--- src/rtl/cdr_pkg.sv ---
package cdr_pkg;

   // Where a qualified host write is steered
   typedef enum logic [1:0] {
      TGT_NONE  = 2'd0,
      TGT_CHAR  = 2'd1,
      TGT_CTRL  = 2'd2,
      TGT_FLASH = 2'd3
   } cdr_tgt_e;

   localparam logic [7:0] BLANK_CODE = 8'h20;

   function automatic cdr_tgt_e steer(input logic ce_n, input logic wr_n,
                                      input logic fsel_n, input logic mode);
      cdr_tgt_e t;
      if (ce_n || wr_n)  t = TGT_NONE;
      else if (!fsel_n)  t = TGT_FLASH;
      else if (mode)     t = TGT_CHAR;
      else               t = TGT_CTRL;
      return t;
   endfunction

endpackage

--- src/rtl/cdr_addr_dec.sv ---
module cdr_addr_dec #(
   parameter int ADDR_W = 4,
   parameter int IDX_W  = 3
) (
   input  logic              ce_n,
   input  logic              wr_n,
   input  logic              fsel_n,
   input  logic [ADDR_W-1:0] addr,
   output logic              char_we,
   output logic              ctrl_we,
   output logic              flash_we,
   output logic [IDX_W-1:0]  idx
);
   import cdr_pkg::*;

   localparam int MODE_BIT = ADDR_W - 1;

   cdr_tgt_e tgt;

   always_comb begin
      tgt      = steer(ce_n, wr_n, fsel_n, addr[MODE_BIT]);
      char_we  = (tgt == TGT_CHAR);
      ctrl_we  = (tgt == TGT_CTRL);
      flash_we = (tgt == TGT_FLASH);
      idx      = addr[IDX_W-1:0];
   end

endmodule

--- src/rtl/cdr_reg_bank.sv ---
module cdr_reg_bank #(
   parameter int             DEPTH     = 8,
   parameter int             WIDTH     = 8,
   parameter logic [WIDTH-1:0] RST_VAL = '0,
   parameter bit             ASYNC_RST = 1'b0,
   localparam int            AW        = (DEPTH > 1) ? $clog2(DEPTH) : 1
) (
   input  logic                   clk,
   input  logic                   rst,
   input  logic                   we,
   input  logic [AW-1:0]          wr_idx,
   input  logic [WIDTH-1:0]       wr_data,
   output logic [DEPTH*WIDTH-1:0] flat_q
);

   logic [WIDTH-1:0] mem_q [DEPTH];

   generate
      if (ASYNC_RST) begin : g_async
         always_ff @(posedge clk or posedge rst) begin
            if (rst) begin
               for (int i = 0; i < DEPTH; i++) mem_q[i] <= RST_VAL;
            end else if (we) begin
               mem_q[wr_idx] <= wr_data;
            end
         end
      end else begin : g_sync
         always_ff @(posedge clk) begin
            if (rst) begin
               for (int i = 0; i < DEPTH; i++) mem_q[i] <= RST_VAL;
            end else if (we) begin
               mem_q[wr_idx] <= wr_data;
            end
         end
      end
   endgenerate

   generate
      for (genvar g = 0; g < DEPTH; g++) begin : g_flat
         assign flat_q[g*WIDTH +: WIDTH] = mem_q[g];
      end
   endgenerate

endmodule

--- src/rtl/cdr_scan_port.sv ---
module cdr_scan_port #(
   parameter int DIGITS = 8,
   parameter int DATA_W = 8,
   localparam int IDX_W  = $clog2(DIGITS),
   localparam int CODE_W = DATA_W - 1
) (
   input  logic [DIGITS*DATA_W-1:0] char_flat,
   input  logic [DIGITS-1:0]        flash_flat,
   input  logic [IDX_W-1:0]         idx,
   output logic [CODE_W-1:0]        code,
   output logic                     page,
   output logic                     flash
);

   logic [DATA_W-1:0] word;

   always_comb begin
      word  = char_flat[idx*DATA_W +: DATA_W];
      code  = word[CODE_W-1:0];
      page  = word[DATA_W-1];
      flash = flash_flat[idx];
   end

endmodule

--- src/rtl/chr_disp_regfile.sv ---
module chr_disp_regfile #(
   parameter int          DIGITS     = 8,
   parameter int          DATA_W     = 8,
   parameter int          ADDR_W     = 4,
   parameter int          READ_PORTS = 1,
   parameter bit          ASYNC_RST  = 1'b0,
   parameter logic [DATA_W-1:0] BLANK = DATA_W'(cdr_pkg::BLANK_CODE),
   localparam int         IDX_W      = $clog2(DIGITS),
   localparam int         CODE_W     = DATA_W - 1
) (
   input  logic                         clk,
   input  logic                         rst,
   input  logic [ADDR_W-1:0]            host_addr,
   input  logic [DATA_W-1:0]            host_data,
   input  logic                         ce_n,
   input  logic                         wr_n,
   input  logic                         fsel_n,
   output logic [DATA_W-1:0]            ctrl_word,
   output logic                         tmr_clr,
   input  logic [READ_PORTS*IDX_W-1:0]  scan_idx,
   output logic [READ_PORTS*CODE_W-1:0] scan_code,
   output logic [READ_PORTS-1:0]        scan_page,
   output logic [READ_PORTS-1:0]        scan_flash
);

   // Elaboration-time parameter checks
   generate
      if (DIGITS < 2 || (1 << IDX_W) != DIGITS) begin : g_bad_digits
         $error("DIGITS must be a power of two, at least 2");
      end
      if (ADDR_W <= IDX_W) begin : g_bad_addr
         $error("ADDR_W must exceed the digit index width");
      end
      if (DATA_W < 2) begin : g_bad_data
         $error("DATA_W must hold a code and a page bit");
      end
      if (READ_PORTS < 1) begin : g_bad_ports
         $error("READ_PORTS must be at least 1");
      end
   endgenerate

   logic               char_we, ctrl_we, flash_we;
   logic [IDX_W-1:0]   wr_idx;
   logic [DIGITS*DATA_W-1:0] char_flat;
   logic [DIGITS-1:0]  flash_flat;

   cdr_addr_dec #(.ADDR_W(ADDR_W), .IDX_W(IDX_W)) u_dec (
      .ce_n     (ce_n),
      .wr_n     (wr_n),
      .fsel_n   (fsel_n),
      .addr     (host_addr),
      .char_we  (char_we),
      .ctrl_we  (ctrl_we),
      .flash_we (flash_we),
      .idx      (wr_idx)
   );

   cdr_reg_bank #(.DEPTH(DIGITS), .WIDTH(DATA_W), .RST_VAL(BLANK),
                  .ASYNC_RST(ASYNC_RST)) u_chars (
      .clk     (clk),
      .rst     (rst),
      .we      (char_we),
      .wr_idx  (wr_idx),
      .wr_data (host_data),
      .flat_q  (char_flat)
   );

   cdr_reg_bank #(.DEPTH(DIGITS), .WIDTH(1), .RST_VAL(1'b0),
                  .ASYNC_RST(ASYNC_RST)) u_flash (
      .clk     (clk),
      .rst     (rst),
      .we      (flash_we),
      .wr_idx  (wr_idx),
      .wr_data (host_data[0]),
      .flat_q  (flash_flat)
   );

   cdr_reg_bank #(.DEPTH(1), .WIDTH(DATA_W), .RST_VAL('0),
                  .ASYNC_RST(ASYNC_RST)) u_ctrl (
      .clk     (clk),
      .rst     (rst),
      .we      (ctrl_we),
      .wr_idx  (1'b0),
      .wr_data (host_data),
      .flat_q  (ctrl_word)
   );

   assign tmr_clr = rst;

   generate
      for (genvar p = 0; p < READ_PORTS; p++) begin : g_port
         cdr_scan_port #(.DIGITS(DIGITS), .DATA_W(DATA_W)) u_port (
            .char_flat  (char_flat),
            .flash_flat (flash_flat),
            .idx        (scan_idx[p*IDX_W +: IDX_W]),
            .code       (scan_code[p*CODE_W +: CODE_W]),
            .page       (scan_page[p]),
            .flash      (scan_flash[p])
         );
      end
   endgenerate

endmodule

--- config.mk ---
export PLATFORM = sky130hd
export DESIGN_NAME = chr_disp_regfile
export DESIGN_NICKNAME = d
export VERILOG_FILES = /design/src/rtl/cdr_pkg.sv /design/src/rtl/cdr_addr_dec.sv /design/src/rtl/cdr_reg_bank.sv /design/src/rtl/cdr_scan_port.sv /design/src/rtl/chr_disp_regfile.sv
export SDC_FILE = /design/constraint.sdc
export NUM_CORES = 1
export LEC_CHECK = 0
export BUFFER_PORTS_ARGS = -buffer_cell sky130_fd_sc_hd__buf_2
export CAP_MARGIN = 40
export CORE_MARGIN = 4
export CORE_UTILIZATION = 40
export DETAILED_ROUTE_END_ITERATION = 12
export GPL_ROUTABILITY_DRIVEN = 0
export PLACE_DENSITY = 0.67
export SETUP_SLACK_MARGIN = 0.1
export SLEW_MARGIN = 0
export SYNTH_ARGS = -nofsm -noshare
export SYNTH_HDL_FRONTEND = slang
export SYNTH_SLANG_ARGS = --single-unit
--- constraint.sdc ---
create_clock -name clk -period 8 [get_ports clk]
set_clock_uncertainty 0.1 [all_clocks]
set_input_delay 1.6 -clock clk [delete_from_list [all_inputs] [get_ports clk]]
set_output_delay 1.6 -clock clk [all_outputs]
set_load 0.02 [all_outputs]
==> metrics.csv <==
stage,metric,value,unit
logic_synthesis,yosys warns,0,
logic_synthesis,most frequent cells after synthesis,"edfxtp_1 (80), nor4_1 (56), clkbuf_1 (19)",
timing,Final setup viols,0,
routing,Via Count,2512,
routing,post-route ant nets,0,
logic_synthesis,Syn Std Cell Area,0.00379,mm^2
logic_synthesis,"Seq/Total Area, Yosys",0.634,
worst_hold_path,Hold Crit Endpoint,u_ctrl.mem_q[0][5],
placed_design,Post-DP HPWL,5720,um
layout,filler instances,833,
timing,period utilization,0.606,
run,max cap viols,0,
timing,Slew Limit Fails,0,
floorplan,FP Rows,35,
power_and_ir_drop,total power,0.909,mW
clocking,Setup Buffers After CTS,0,
layout,Final Non-Filler Cells,418,
logic_synthesis,"top cells by area, synth","edfxtp_1 (63%), mux4_2 (11%), nor4_1 (9.2%)",
worst_setup_path,Max stage delay on crit path,0.58,ns
power_and_ir_drop,part of the power in registers,0.538,
clocking,depth of the CTS H-tree,3,
clocking,Num CTS Buffers,9,
power_and_ir_drop,combinational share of power,0.111,
power_and_ir_drop,Clock power frac,0.351,
power_and_ir_drop,worst vdd ir,0.110,mV
clocking,CTS root buf,clkbuf_8,
worst_hold_path,HP Start,ce_n,
routing,WL final,8810,um
worst_setup_path,Critical Path RT,6.30,ns
worst_setup_path,critical path type,input pin to output port,
worst_setup_path,Critical Path End Type,output port,
layout,Finished Core Util,0.462,
logic_synthesis,cell taking the most area after synthesis,edfxtp_1,
routing,Remaining DRCs,0,
timing,unrepaired setup endpoints after global routing,false,
placed_design,Buffers on Ports,37,
worst_setup_path,slowest CP cell,mux4_2,
timing,Final Hold Viols,0,
layout,area used by multi-input combinational logic,0.00120,mm^2
logic_synthesis,Yosys cell types,23,
global_route,initial antenna violation count,0,
logic_synthesis,cells after synthesis,260,
timing,setup slack after layout,3.15,ns
clocking,CTS sink cnt,80,
floorplan,height of the chip,105,um
timing,Peak Freq,0.206,GHz
logic_synthesis,Synth Area per Inst,14.6,um^2
global_route,first-pass GRT wire length,13800,um
logic_synthesis,asr flop ratio synth,0,
logic_synthesis,Yosys top cell area share,0.634,
timing,Worst slew margin,0.395,
layout,layout cell share with drive strength beyond 1,0.329,
logic_synthesis,"Net Count, Synth",280,
layout,Nets,304,
worst_setup_path,CP Cell Sequence,"buf_2, mux4_2, mux2_2, buf_2",
power_and_ir_drop,switching pwr,0.215,mW
global_route,number of global-route vias before repair,2475,
worst_setup_path,CP dominant cell by count,buf_2,
layout,area grow syn2layout,12.7,%
routing,vias per cell,6.01,
global_route,GRT overflow,0,
timing,Worst-Margin Slew,0.900,ns
global_route,pin count of the biggest net entering global routing,73,
run_status,outcome,"complete, no violations",
worst_setup_path,"Max FO, Critical Path",18,
power_and_ir_drop,P_int,0.694,mW
power_and_ir_drop,pwr dens,213,mW/mm^2
logic_synthesis,top-count cell post-synth,edfxtp_1,
power_and_ir_drop,LEAKAGE,1.29,nW
floorplan,Die X,105,um
worst_hold_path,hold depth,2,
worst_setup_path,Worst setup SP type,input pin,
layout,register area,0.00240,mm^2
timing,TNS Setup,0,ns
logic_synthesis,Post-synth EDFFs,80,
routing,Avg WL per Cell,21.1,um
worst_hold_path,Hold Path Class,input pin to flop,
floorplan,DIE AREA,0.0111,mm^2
global_route,GRT Overall Usage,0.163,
layout,antenna diode count,0,
clocking,cells resized by post-CTS repair,0,
floorplan,CORE AREA,0.00924,mm^2
layout,post-route design area,0.00427,mm^2
routing,DRT Pass-1 Iters,5,
clocking,CTS max path bufs,2,
placed_design,Post-Place Cell Area,0.00406,mm^2
clocking,Post-CTS Hold Buffers,0,
logic_synthesis,Synth Register Bits,80,
floorplan,Initial Utilization,0.410,
routing,DRT iter0 DRCs,230,
placed_design,Place WS,3.11,ns
timing,hold_ws,1.55,ns
worst_setup_path,WP data arrival,3.15,ns
timing,min cycle time layout,4.85,ns
clocking,Worst-path clk slew,0.08,ns
placed_design,Inst Count DP,402,
floorplan,io pins,38,
power_and_ir_drop,Switching Share,0.236,
clocking,CTS tree,built,
logic_synthesis,Post-synth top flop,edfxtp_1,
worst max-delay path: cells and delay by family:
kind | cells | cell delay [ns]
muxes | 2 | 0.87
buffers and inverters | 2 | 0.66
placed cells by master, fill, tap and decap left out, drive strengths merged, types with 2 or more instances in the layout:
| master | netlist | routed |
|---|---|---|
| buf | 15 | 48 |
| o31ai | 9 | 9 |
| clkbuf | 20 | 11 |
| mux2 | 9 | 9 |
| nand3b | 3 | 3 |
| edfxtp | 80 | 80 |
| inv | 2 | 2 |
| o21ai | 8 | 8 |
| or3 | 2 | 2 |
| or4 | 9 | 9 |
| mux4 | 18 | 18 |
| or3b | 3 | 3 |
| nor4 | 56 | 56 |
| nor3 | 16 | 16 |
| clkinv | 7 | 9 |
| bufinv | 0 | 2 |
worst max-delay path by stage:
stage / from / end / cells past startpoint / slack [ns]
detailed placement: scan_idx[0] / scan_code[3] / 4 / 3.11
floorplan: scan_idx[0] / scan_code[0] / 4 / 3.43
global placement: scan_idx[0] / scan_code[4] / 4 / 3.11
global route: scan_idx[0] / scan_code[5] / 4 / 3.03
CTS: scan_idx[0] / scan_code[4] / 4 / 3.11
finish: scan_idx[0] / scan_code[5] / 4 / 3.15
power by group through the flow:
| stage | registers, mW | logic [mW] | clock network (mW) |
|---|---|---|---|
| 2_1_floorplan | 0.499 | 0.0654 | 0 |
| 3_3_place_gp | 0.498 | 0.0995 | 0 |
| 3_5_place_dp | 0.499 | 0.101 | 0 |
| 4_1_cts | 0.489 | 0.101 | 0.321 |
| 5_1_grt | 0.491 | 0.109 | 0.337 |
| 6_report | 0.489 | 0.101 | 0.319 |
area by class of cell:
type	count	area share
clock inverters	5	0.0190
multi-input cells	136	0.280
well taps	129	0.0378
inverters	9	0.00791
flip-flops and latches	80	0.562
clock buffers	11	0.0308
repair buffers	48	0.0621
registers in the layout (all words and copies together) (netlist names):
signal         flops
u_chars.mem_q     64
u_ctrl.mem_q       8
u_flash.mem_q      8
layer usage:
metal | track usage | vias to the layer above | share of wire
li1 | - | 1133 | -
met2 | 0.250 | 127 | 0.48
met5 | 0 | - | 0
met4 | 0.0515 | 0 | 0.018
met3 | 0.0404 | 12 | 0.079
met1 | 0.230 | 1240 | 0.42
kinds of logic after synthesis:
group / share of synthesized area
AO/OA/AOI/OAI: 0.0284
AND/OR/NAND/NOR: 0.152
buffers and inverters: 0.0518
flip-flops: 0.634
multiplexers: 0.134
(Power assumes the default switching activity.)
